`config.mk`:
```
export PLATFORM = sky130hd
export DESIGN_NAME = adpcm_nop_ctrl
export DESIGN_NICKNAME = d
export VERILOG_FILES = /design/src/rtl/adpcm_nop_pkg.sv /design/src/rtl/adpcm_nop_rst_sync.sv /design/src/rtl/adpcm_nop_edge.sv /design/src/rtl/adpcm_nop_save_timer.sv /design/src/rtl/adpcm_nop_shifter.sv /design/src/rtl/adpcm_nop_ctrl.sv
export SDC_FILE = /design/constraint.sdc
export NUM_CORES = 1
export LEC_CHECK = 0
export CAP_MARGIN = 10
export CORE_AREA = 2 2 39 41
export CTS_CLUSTER_SIZE = 25
export DETAILED_ROUTE_END_ITERATION = 10
export DIE_AREA = 0 0 41 43
export DONT_BUFFER_PORTS = 1
export GPL_TIMING_DRIVEN = 1
export PLACE_DENSITY = 0.5
export SLEW_MARGIN = 20
export SYNTH_ARGS = -nofsm -noshare
export SYNTH_HDL_FRONTEND = slang
export SYNTH_SLANG_ARGS = --single-unit
```
`constraint.sdc`:
```
create_clock -name clk -period 0.8 [get_ports clk]
set_input_delay 0.04 -clock clk [delete_from_list [all_inputs] [get_ports clk]]
set_output_delay 0.04 -clock clk [all_outputs]
set_load 0.1 [all_outputs]
```
`src/rtl/adpcm_nop_pkg.sv`:
```
package adpcm_nop_pkg;

  localparam int PCM_W      = 8;
  localparam int ADPCM_STDW = 4;
  localparam int ADPCM_MAXW = 5;
  localparam int SAVE_CYC   = 4;
  localparam int ALW        = $clog2(ADPCM_MAXW + 1);
  localparam int PLW        = $clog2(PCM_W + 1);

  typedef enum logic [1:0] {
    RATE_32K = 2'b00,
    RATE_24K = 2'b01,
    RATE_16K = 2'b10,
    RATE_40K = 2'b11
  } rate_e;

  typedef enum logic {
    LAW_A  = 1'b0,
    LAW_MU = 1'b1
  } law_e;

  typedef enum logic {
    SV_WAIT = 1'b0,
    SV_SAVE = 1'b1
  } save_st_e;

  // code word length selected by the rate mode
  function automatic logic [ALW-1:0] adpcm_len(input rate_e r);
    return (r == RATE_40K) ? ALW'(ADPCM_MAXW) : ALW'(ADPCM_STDW);
  endfunction

  // idle ADPCM word is all zero whatever its length
  function automatic logic [ADPCM_MAXW-1:0] adpcm_idle_word(input rate_e r);
    logic [ADPCM_MAXW-1:0] w;
    w = '0;
    if (r == RATE_40K) w = '0;
    return w;
  endfunction

  // PCM idle byte, sign bit in bit 7
  function automatic logic [PCM_W-1:0] pcm_idle_word(input law_e l);
    return (l == LAW_MU) ? 8'b1111_1111 : 8'b1101_0101;
  endfunction

endpackage

```
`src/rtl/adpcm_nop_rst_sync.sv`:
```
module adpcm_nop_rst_sync (
  input  logic clk,
  input  logic rst_n,
  output logic rst_core_n
);
  logic s1_q;
  logic s2_q;

  always_ff @(posedge clk or negedge rst_n) begin
    if (!rst_n) begin
      s1_q <= 1'b0;
      s2_q <= 1'b0;
    end else begin
      s1_q <= 1'b1;
      s2_q <= s1_q;
    end
  end

  assign rst_core_n = s2_q;
endmodule

```
`src/rtl/adpcm_nop_edge.sv`:
```
module adpcm_nop_edge #(
  parameter int N = 2
) (
  input  logic         clk,
  input  logic         rst_n,
  input  logic [N-1:0] din,
  output logic [N-1:0] rise,
  output logic [N-1:0] fall
);
  logic [N-1:0] q;

  for (genvar i = 0; i < N; i++) begin : g_bit
    always_ff @(posedge clk or negedge rst_n) begin
      if (!rst_n) q[i] <= 1'b0;
      else        q[i] <= din[i];
    end
    assign rise[i] = din[i] & ~q[i];
    assign fall[i] = ~din[i] & q[i];
  end
endmodule

```
`src/rtl/adpcm_nop_save_timer.sv`:
```
module adpcm_nop_save_timer
  import adpcm_nop_pkg::*;
#(
  parameter int CYC = 4,
  localparam int CW = (CYC > 1) ? $clog2(CYC) : 1
) (
  input  logic clk,
  input  logic rst_n,
  input  logic start,
  output logic busy
);
  save_st_e st_q, st_d;
  logic [CW-1:0] cnt_q, cnt_d;

  always_comb begin
    st_d  = st_q;
    cnt_d = cnt_q;
    case (st_q)
      SV_WAIT: if (start) begin
        st_d  = SV_SAVE;
        cnt_d = CW'(CYC - 1);
      end
      SV_SAVE: begin
        if (cnt_q == '0) st_d = SV_WAIT;
        else             cnt_d = cnt_q - 1'b1;
      end
      default: st_d = SV_WAIT;
    endcase
  end

  always_ff @(posedge clk or negedge rst_n) begin
    if (!rst_n) begin
      st_q  <= SV_WAIT;
      cnt_q <= '0;
    end else begin
      st_q  <= st_d;
      cnt_q <= cnt_d;
    end
  end

  assign busy = (st_q == SV_SAVE);
endmodule

```
`src/rtl/adpcm_nop_shifter.sv`:
```
module adpcm_nop_shifter #(
  parameter int MAXW = 8,
  localparam int LW = $clog2(MAXW + 1),
  localparam int IW = (MAXW > 1) ? $clog2(MAXW) : 1
) (
  input  logic            clk,
  input  logic            rst_n,
  input  logic            clear,
  input  logic            run,
  input  logic            shift,
  input  logic [LW-1:0]   len,
  input  logic [MAXW-1:0] pattern,
  output logic            dout
);
  logic [IW-1:0] idx_q, idx_d, sel;
  logic          dout_q, dout_d;
  logic          last, upd;

  always_comb begin
    last   = (int'(idx_q) + 1) >= int'(len);
    sel    = IW'(int'(len) - 1 - int'(idx_q));
    idx_d  = idx_q;
    dout_d = dout_q;
    upd    = 1'b0;
    if (clear) begin
      idx_d  = '0;
      dout_d = 1'b0;
      upd    = 1'b1;
    end else if (run && shift) begin
      dout_d = pattern[sel];
      idx_d  = last ? '0 : idx_q + 1'b1;
      upd    = 1'b1;
    end
  end

  always_ff @(posedge clk or negedge rst_n) begin
    if (!rst_n) begin
      idx_q  <= '0;
      dout_q <= 1'b0;
    end else if (upd) begin
      idx_q  <= idx_d;
      dout_q <= dout_d;
    end
  end

  assign dout = dout_q;
endmodule

```
`src/rtl/adpcm_nop_ctrl.sv`:
```
module adpcm_nop_ctrl
  import adpcm_nop_pkg::*;
(
  input  logic       clk,
  input  logic       rst_n,
  input  logic       frame_strobe,
  input  logic       chan_en,
  input  logic       bit_clk,
  input  logic [1:0] rate_sel,
  input  logic       law_sel,
  output logic       adpcm_sdo,
  output logic       pcm_sdo,
  output logic       save_busy,
  output logic       chan_nop
);
  localparam int SIG_N  = 2;
  localparam int SIG_FS = 0;
  localparam int SIG_BC = 1;

  logic             rst_core_n;
  logic [SIG_N-1:0] sig_rise, sig_fall;
  logic             fs_fall, bc_rise;
  logic             nop_q, nop_d;
  logic             lane_run, lane_clear;
  rate_e            rate;
  law_e             law;

  assign rate = rate_e'(rate_sel);
  assign law  = law_e'(law_sel);

  adpcm_nop_rst_sync u_rst (
    .clk       (clk),
    .rst_n     (rst_n),
    .rst_core_n(rst_core_n)
  );

  adpcm_nop_edge #(.N(SIG_N)) u_edge (
    .clk  (clk),
    .rst_n(rst_core_n),
    .din  ({bit_clk, frame_strobe}),
    .rise (sig_rise),
    .fall (sig_fall)
  );

  assign fs_fall = sig_fall[SIG_FS];
  assign bc_rise = sig_rise[SIG_BC];

  // no-operation flag: sampled only at strobe fall
  always_comb begin
    nop_d = nop_q;
    if (fs_fall) nop_d = ~chan_en;
  end

  always_ff @(posedge clk or negedge rst_core_n) begin
    if (!rst_core_n)  nop_q <= 1'b0;
    else if (fs_fall) nop_q <= nop_d;
  end

  adpcm_nop_save_timer #(.CYC(SAVE_CYC)) u_save (
    .clk  (clk),
    .rst_n(rst_core_n),
    .start(fs_fall & ~chan_en),
    .busy (save_busy)
  );

  assign lane_run   = nop_q & frame_strobe;
  assign lane_clear = ~frame_strobe;

  adpcm_nop_shifter #(.MAXW(ADPCM_MAXW)) u_tx_lane (
    .clk    (clk),
    .rst_n  (rst_core_n),
    .clear  (lane_clear),
    .run    (lane_run),
    .shift  (bc_rise),
    .len    (adpcm_len(rate)),
    .pattern(adpcm_idle_word(rate)),
    .dout   (adpcm_sdo)
  );

  adpcm_nop_shifter #(.MAXW(PCM_W)) u_rx_lane (
    .clk    (clk),
    .rst_n  (rst_core_n),
    .clear  (lane_clear),
    .run    (lane_run),
    .shift  (bc_rise),
    .len    (PLW'(PCM_W)),
    .pattern(pcm_idle_word(law)),
    .dout   (pcm_sdo)
  );

  assign chan_nop = nop_q;
endmodule

```
=== Word level (Yosys, flattened, before mapping) ===
Memory sizes are Yosys's and may differ from the RTL's.
Index checks and enable logic that the tools add are counted.

* Bitwise gates (word level): 8
* Add/sub/neg operators: 8
* Eq/ne operators: 4
* Muxes and demuxes: 23
* $lt $le $gt $ge: 4
* Reduce and logical (&&, ||, !) cells: 4

{| class="wikitable"
|+ Operator list
! kind !! count
|-
| 32-bit by 4-bit greater-or-equal comparator with 1-bit output || 1
|-
| 32-bit by 5-bit greater-or-equal comparator with 1-bit output, second input constant || 1
|-
| 3-bit 2-to-1 mux || 6
|-
| 1-bit 2-to-1 mux || 11
|-
| 3-bit by 1-bit adder with 4-bit output, second input constant || 2
|-
| 3-bit by 4-bit less-than comparator with 1-bit output, second input constant || 2
|-
| 3-bit by 1-bit adder with 3-bit output, second input constant || 2
|-
| 6-bit 2-to-1 mux || 1
|-
| 1-bit AND || 4
|-
| 2-bit 2-to-1 mux || 2
|-
| 2-bit by 1-bit inequality test with 1-bit output, second input constant || 2
|-
| 1-bit NOT || 4
|-
| 2-bit case mux with 2 select lines || 1
|-
| 2-bit AND reduction || 2
|-
| 1-bit binary-select mux with 3-bit select || 1
|-
| 3-bit by 1-bit subtractor with 3-bit output, second input constant || 1
|-
| 3-bit subtractor || 1
|-
| 3-bit subtractor, first input constant || 1
|-
| 2-bit equality test, second input constant || 1
|-
| 2-bit logical NOT || 1
|-
| 2-bit inequality test, second input constant || 1
|-
| 1-bit case mux with 2 select lines || 1
|-
| 2-bit by 1-bit subtractor with 2-bit output, second input constant || 1
|-
| 1-bit logical AND || 1
|}

* Output and inout bits: 4
* Memories kept: 1
* Bits in read-only memories: 8
* Word-level logic and storage cells: 63
* Bits in registers: 16
* Input port bits: 8

{| class="wikitable"
|+ Memory list
! name !! words !! bits a word !! read ports !! clocked after memory_dff !! wr ports !! line !! RTL
|-
| (no name shown) || 8 || 1 || 1 || 0 || 0 || adpcm_nop_shifter.sv:30 || <nowiki>dout_d = pattern[sel];</nowiki>
|}

=== Logic depth before layout (Yosys ltp) ===
* Depth after elaboration: 8
* Depth in mapped cells: 5
* Depth with buffers taken out: 5

=== Hierarchy ===
Synthesis repeated with hierarchy kept, for this count alone.

* Cell total of the unflattened synthesis: 109
* Area, all modules: 1124.8 um2

{| class="wikitable"
|+ Modules (own cells, without submodules)
! module !! area each (um2) !! seq. area each (um2) !! cells an instance !! instances
|-
| adpcm_nop_shifter at u_rx_lane || 405.4 || 100.1 || 39 || 1
|-
| adpcm_nop_shifter at u_tx_lane || 367.9 || 100.1 || 39 || 1
|-
| adpcm_nop_save_timer || 138.9 || 75.1 || 13 || 1
|-
| adpcm_nop_edge || 85.1 || 50.0 || 6 || 1
|-
| adpcm_nop_ctrl || 73.8 || 25.0 || 9 || 1
|-
| adpcm_nop_rst_sync || 53.8 || 50.0 || 3 || 1
|}

=== Worst setup path after synthesis ===
No wires, ideal clock.

* Path type: flip-flop to flip-flop
* Start: register nop_q, in the netlist chan_nop
* End: register u_rx_lane.dout_q, in the netlist u_rx_lane.dout
* Library setup time: 120 ps
* Data required time: 680 ps
* Buffers on the path: 0
* Arrival time: 1777 ps
* Period minus slack after synthesis: 1897 ps
* Path slack: -1097 ps
* Stages on the path, launching flop included: 4
* Cells stage by stage: dfrtp_1 -> nand3b_4 -> or4_1 -> and3_1

* Word-level cells in the longest chain between the ends: 5
* Elaborated cells on any way between the ends: 6
* Those cells by class: 1 x eq/ne; 2 x mux; 1 x bitwise; 2 x reduce/logical

{| class="wikitable"
|+ Ends and longest elaborated chain
! what !! line !! RTL
|-
| start: declaration || adpcm_nop_ctrl.sv:23 || <nowiki>logic nop_q, nop_d;</nowiki>
|-
| start signal: assignment || adpcm_nop_ctrl.sv:56 || <nowiki>else if (fs_fall) nop_q <= nop_d;</nowiki>
|-
| 1-bit AND * || adpcm_nop_ctrl.sv:66 || <nowiki>assign lane_run = nop_q & frame_strobe;</nowiki>
|-
| 1-bit logical AND * || adpcm_nop_shifter.sv:29 || <nowiki>end else if (run && shift) begin</nowiki>
|-
| 1-bit 2-to-1 mux || adpcm_nop_shifter.sv:29 ||
|-
| 1-bit 2-to-1 mux || adpcm_nop_shifter.sv:25 || <nowiki>if (clear) begin</nowiki>
|-
| 2-bit AND reduction (no source line) * || -- ||
|-
| end signal: assignment || adpcm_nop_shifter.sv:42 || <nowiki>dout_q <= dout_d;</nowiki>
|-
| end: declaration || adpcm_nop_shifter.sv:16 || <nowiki>logic dout_q, dout_d;</nowiki>
|}

Mark *: on every way between the ends. The rest lies on a longest branch, timed or not.
A chain may end at the register's enable or synchronous reset.

=== Worst setup path after layout ===
Ends and elaborated chain as after synthesis.

==> metrics.txt <==
status finished, violations left; failing checks setup timing; CTS tree yes; syn_nets 50; placed cells 64; initial antenna violation count 0; Residual DRC 0; Placement Setup Slack -0.4462 ns; RSZ-0062 raised after global routing true; worst hold path class in2reg; VDD IR-drop max 0.001177 V; first-pass GRT wire length 1752 um; Final Hold Viols 0; IO Port Bufs 0; largest net degree at the start of global routing 11; vias in the first global route 390; clock period minus worst slack 1.248 ns; final period utilization 156.0%; Clk pin slew, worst setup/hold paths 0.07 ns; core area 1384 um2; gr usage total 16.29%; die area 1763 um2; non-filler cells, final 76; clk_skew 0.001920 ns; I/O pin total 12; setup ws final -0.4477 ns; mapped cell area 506.7 um2; Buf+Inv Stages, Crit Path 0; wire per inst 13.93 um; Finished Core Util 58.23%; Routed Antenna Nets 0; Fin Setup TNS -2.884 ns; 1st-iter DRT viols 4; initial core utilization 36.62%; # H-tree levels 1; post-DP HPWL 710.7 um; crit end category flip-flop; leak pwr 0.3789 nW; Die Span Y 43 um; CP peak stage delay 0.46 ns; DIE WIDTH 41 um; row cnt 14; Mapped Cells 40; Layout area overhead 59.01%; slowest library cell on the worst path or4_1; gr ovfl total 0; total CTS buffers 3; WP data arrival 1.41 ns; # nets final 72; Yosys cell types 23; MaxCap Viol Count 0; crit-path max FO 2; final-report setup violation count 11; filler instances 117; DR vias/cell 4.776; Worst Hold Launch law_sel; Syn Area/Cell 12.67 um2; Slew Viols, Final 0; post-synthesis register bit count 12; pwr/cell area 2786 nW/um2; sequential-to-total area share from yosys stat 59.26%; nature of the critical path startpoint flip-flop; WL final 1059 um; Fmax achieved 801.5 MHz; Crit Path Class reg2reg; CTS Sinks 12; CP Data Required Time 0.96 ns; Root Buffer clkbuf_4; CP top delay family simple AND/OR/NAND/NOR gates; Skew-Pair Late Insertion Delay 0.27 ns; crit-path cells nand3b_4 -> or4_1 -> and3_1; CP Launch Point chan_nop; drt first pass iters 3; clk buf depth 2; via count 363; # diodes 0; final estimated routing congestion in global placement 0.6997; fraction of layout cells with a size suffix above 1 48.33%; Ys Warns 0; RR Startpoint chan_nop
==> per-layer routing <==
metal	vias to the layer above	global-route usage (%)	routed length (um)
li1	172	-	-
met1	186	17.87	422
met2	5	24.69	605
met3	0	6.806	31
met4	0	10.00	0
met5	-	0	0
==> path summary, 6_finish.rpt <==
path | to | cells past startpoint | slack, ns
min | u_rx_lane.dout | 2 | 0.02
max | u_rx_lane.dout | 3 | -0.45
min reg2reg | u_edge.q[0] | 0 | 0.15
max reg2reg | u_rx_lane.dout | 3 | -0.45
min in group asynchronous | u_edge.q[0] | 0 | 0.15
max in group asynchronous | u_rst.rst_core_n | 2 | 0.15
==> kinds of logic after synthesis <==
kind of cell | after synthesis | share of synthesized area (%)
other | 2 | 1.482
AOI/OAI and AO/OA | 6 | 8.642
and+or+nand+nor | 11 | 16.05
buffers and inverters | 4 | 3.704
DFF | 12 | 59.26
adders and majority gates | 2 | 4.937
muxes | 2 | 4.197
xor gates and xnor gates | 1 | 1.729
==> sequential cells by signal, indices dropped and copies added (netlist names) <==
signal            flops
u_rx_lane.idx_q       3
u_edge.q              2
u_save.cnt_q          2
chan_nop              1
u_rst.rst_core_n      1
u_rst.s1_q            1
u_rx_lane.dout        1
u_save.busy           1
==> final cells by class <==
cell class | count | area [um2] | share of cell area, %
inverters | 3 | 11.26 | 1.398
clock buffers | 3 | 22.52 | 2.795
flip-flops and latches | 12 | 307.8 | 38.20
repair buffers | 18 | 196.4 | 24.38
multi-input cells | 24 | 247.7 | 30.75
well taps | 16 | 20.02 | 2.484
==> cells in the mapped netlist <==
master | number | share of area [%]
a21oi_1 | 1 | 0.99
and2_1 | 1 | 1.2
nand2_1 | 1 | 0.74
or4_1 | 1 | 1.5
mux2i_1 | 1 | 2.0
nand3b_4 | 1 | 4.0
o21ai_0 | 2 | 2.0
buf_4 | 1 | 1.5
dfrtp_1 | 12 | 59
conb_1 | 2 | 1.5
xnor2_1 | 1 | 1.7
nor2b_1 | 1 | 1.2
mux2_2 | 1 | 2.2
nand2b_1 | 2 | 2.5
inv_1 | 3 | 2.2
o22a_1 | 1 | 1.7
ha_1 | 2 | 4.9
or2b_1 | 1 | 1.5
and3_1 | 1 | 1.2
o31ai_2 | 1 | 2.5
o211ai_1 | 1 | 1.5
nor2_1 | 1 | 0.74
nand3b_1 | 1 | 1.5
==> cells in the final DEF, fill, tap and decap left out <==
cell type      instances
nand3b_4               1
xnor2_1                1
clkbuf_4               3
ha_4                   2
nand3b_1               1
o31ai_4                1
dfrtp_1               10
nor2b_1                1
buf_4                  7
mux2_4                 1
dlygate4sd3_1          5
o21ai_1                1
buf_6                  3
o21ai_2                1
or2b_1                 1
nand2b_4               1
buf_12                 3
mux2i_1                1
and2_1                 1
a21oi_2                1
or4_1                  1
and3_1                 1
inv_2                  2
dfrtp_4                2
o22a_1                 1
nand2_4                1
inv_1                  1
conb_1                 2
o211ai_1               1
nor2_1                 1
nand2b_1               1
==> power breakdown <==
part	switching (W)	total (W)	internal, W
Clock	0.000188	0.000363	0.000174
Combinational	0.000524	0.00104	0.000520
Sequential	0.000111	0.000838	0.000727
Total	0.000824	0.00224	0.00142
==> per-stage QoR <==
step	total power, W	hold WS [ns]	instance area, um2
final	0.002245	0.02026	805.8
after floorplan	0.001376	-0.2556	530.5
after global routing	0.002389	0.01110	805.8
after detailed placement	0.001546	-0.2555	610.6
after global placement	0.001503	-0.2555	610.6
after CTS	0.002112	0.01012	778.2
==> repair_timing <==
item | CTS | global route
hold endpoints to repair | 10 | 0
resized for setup | 20 | 5
hold buffers | 5 | 0
pin swaps | 1 | 1
endpoints found under the setup margin | 11 | 11
buffers inserted | 3 | 1
(Power assumes the default switching activity.)
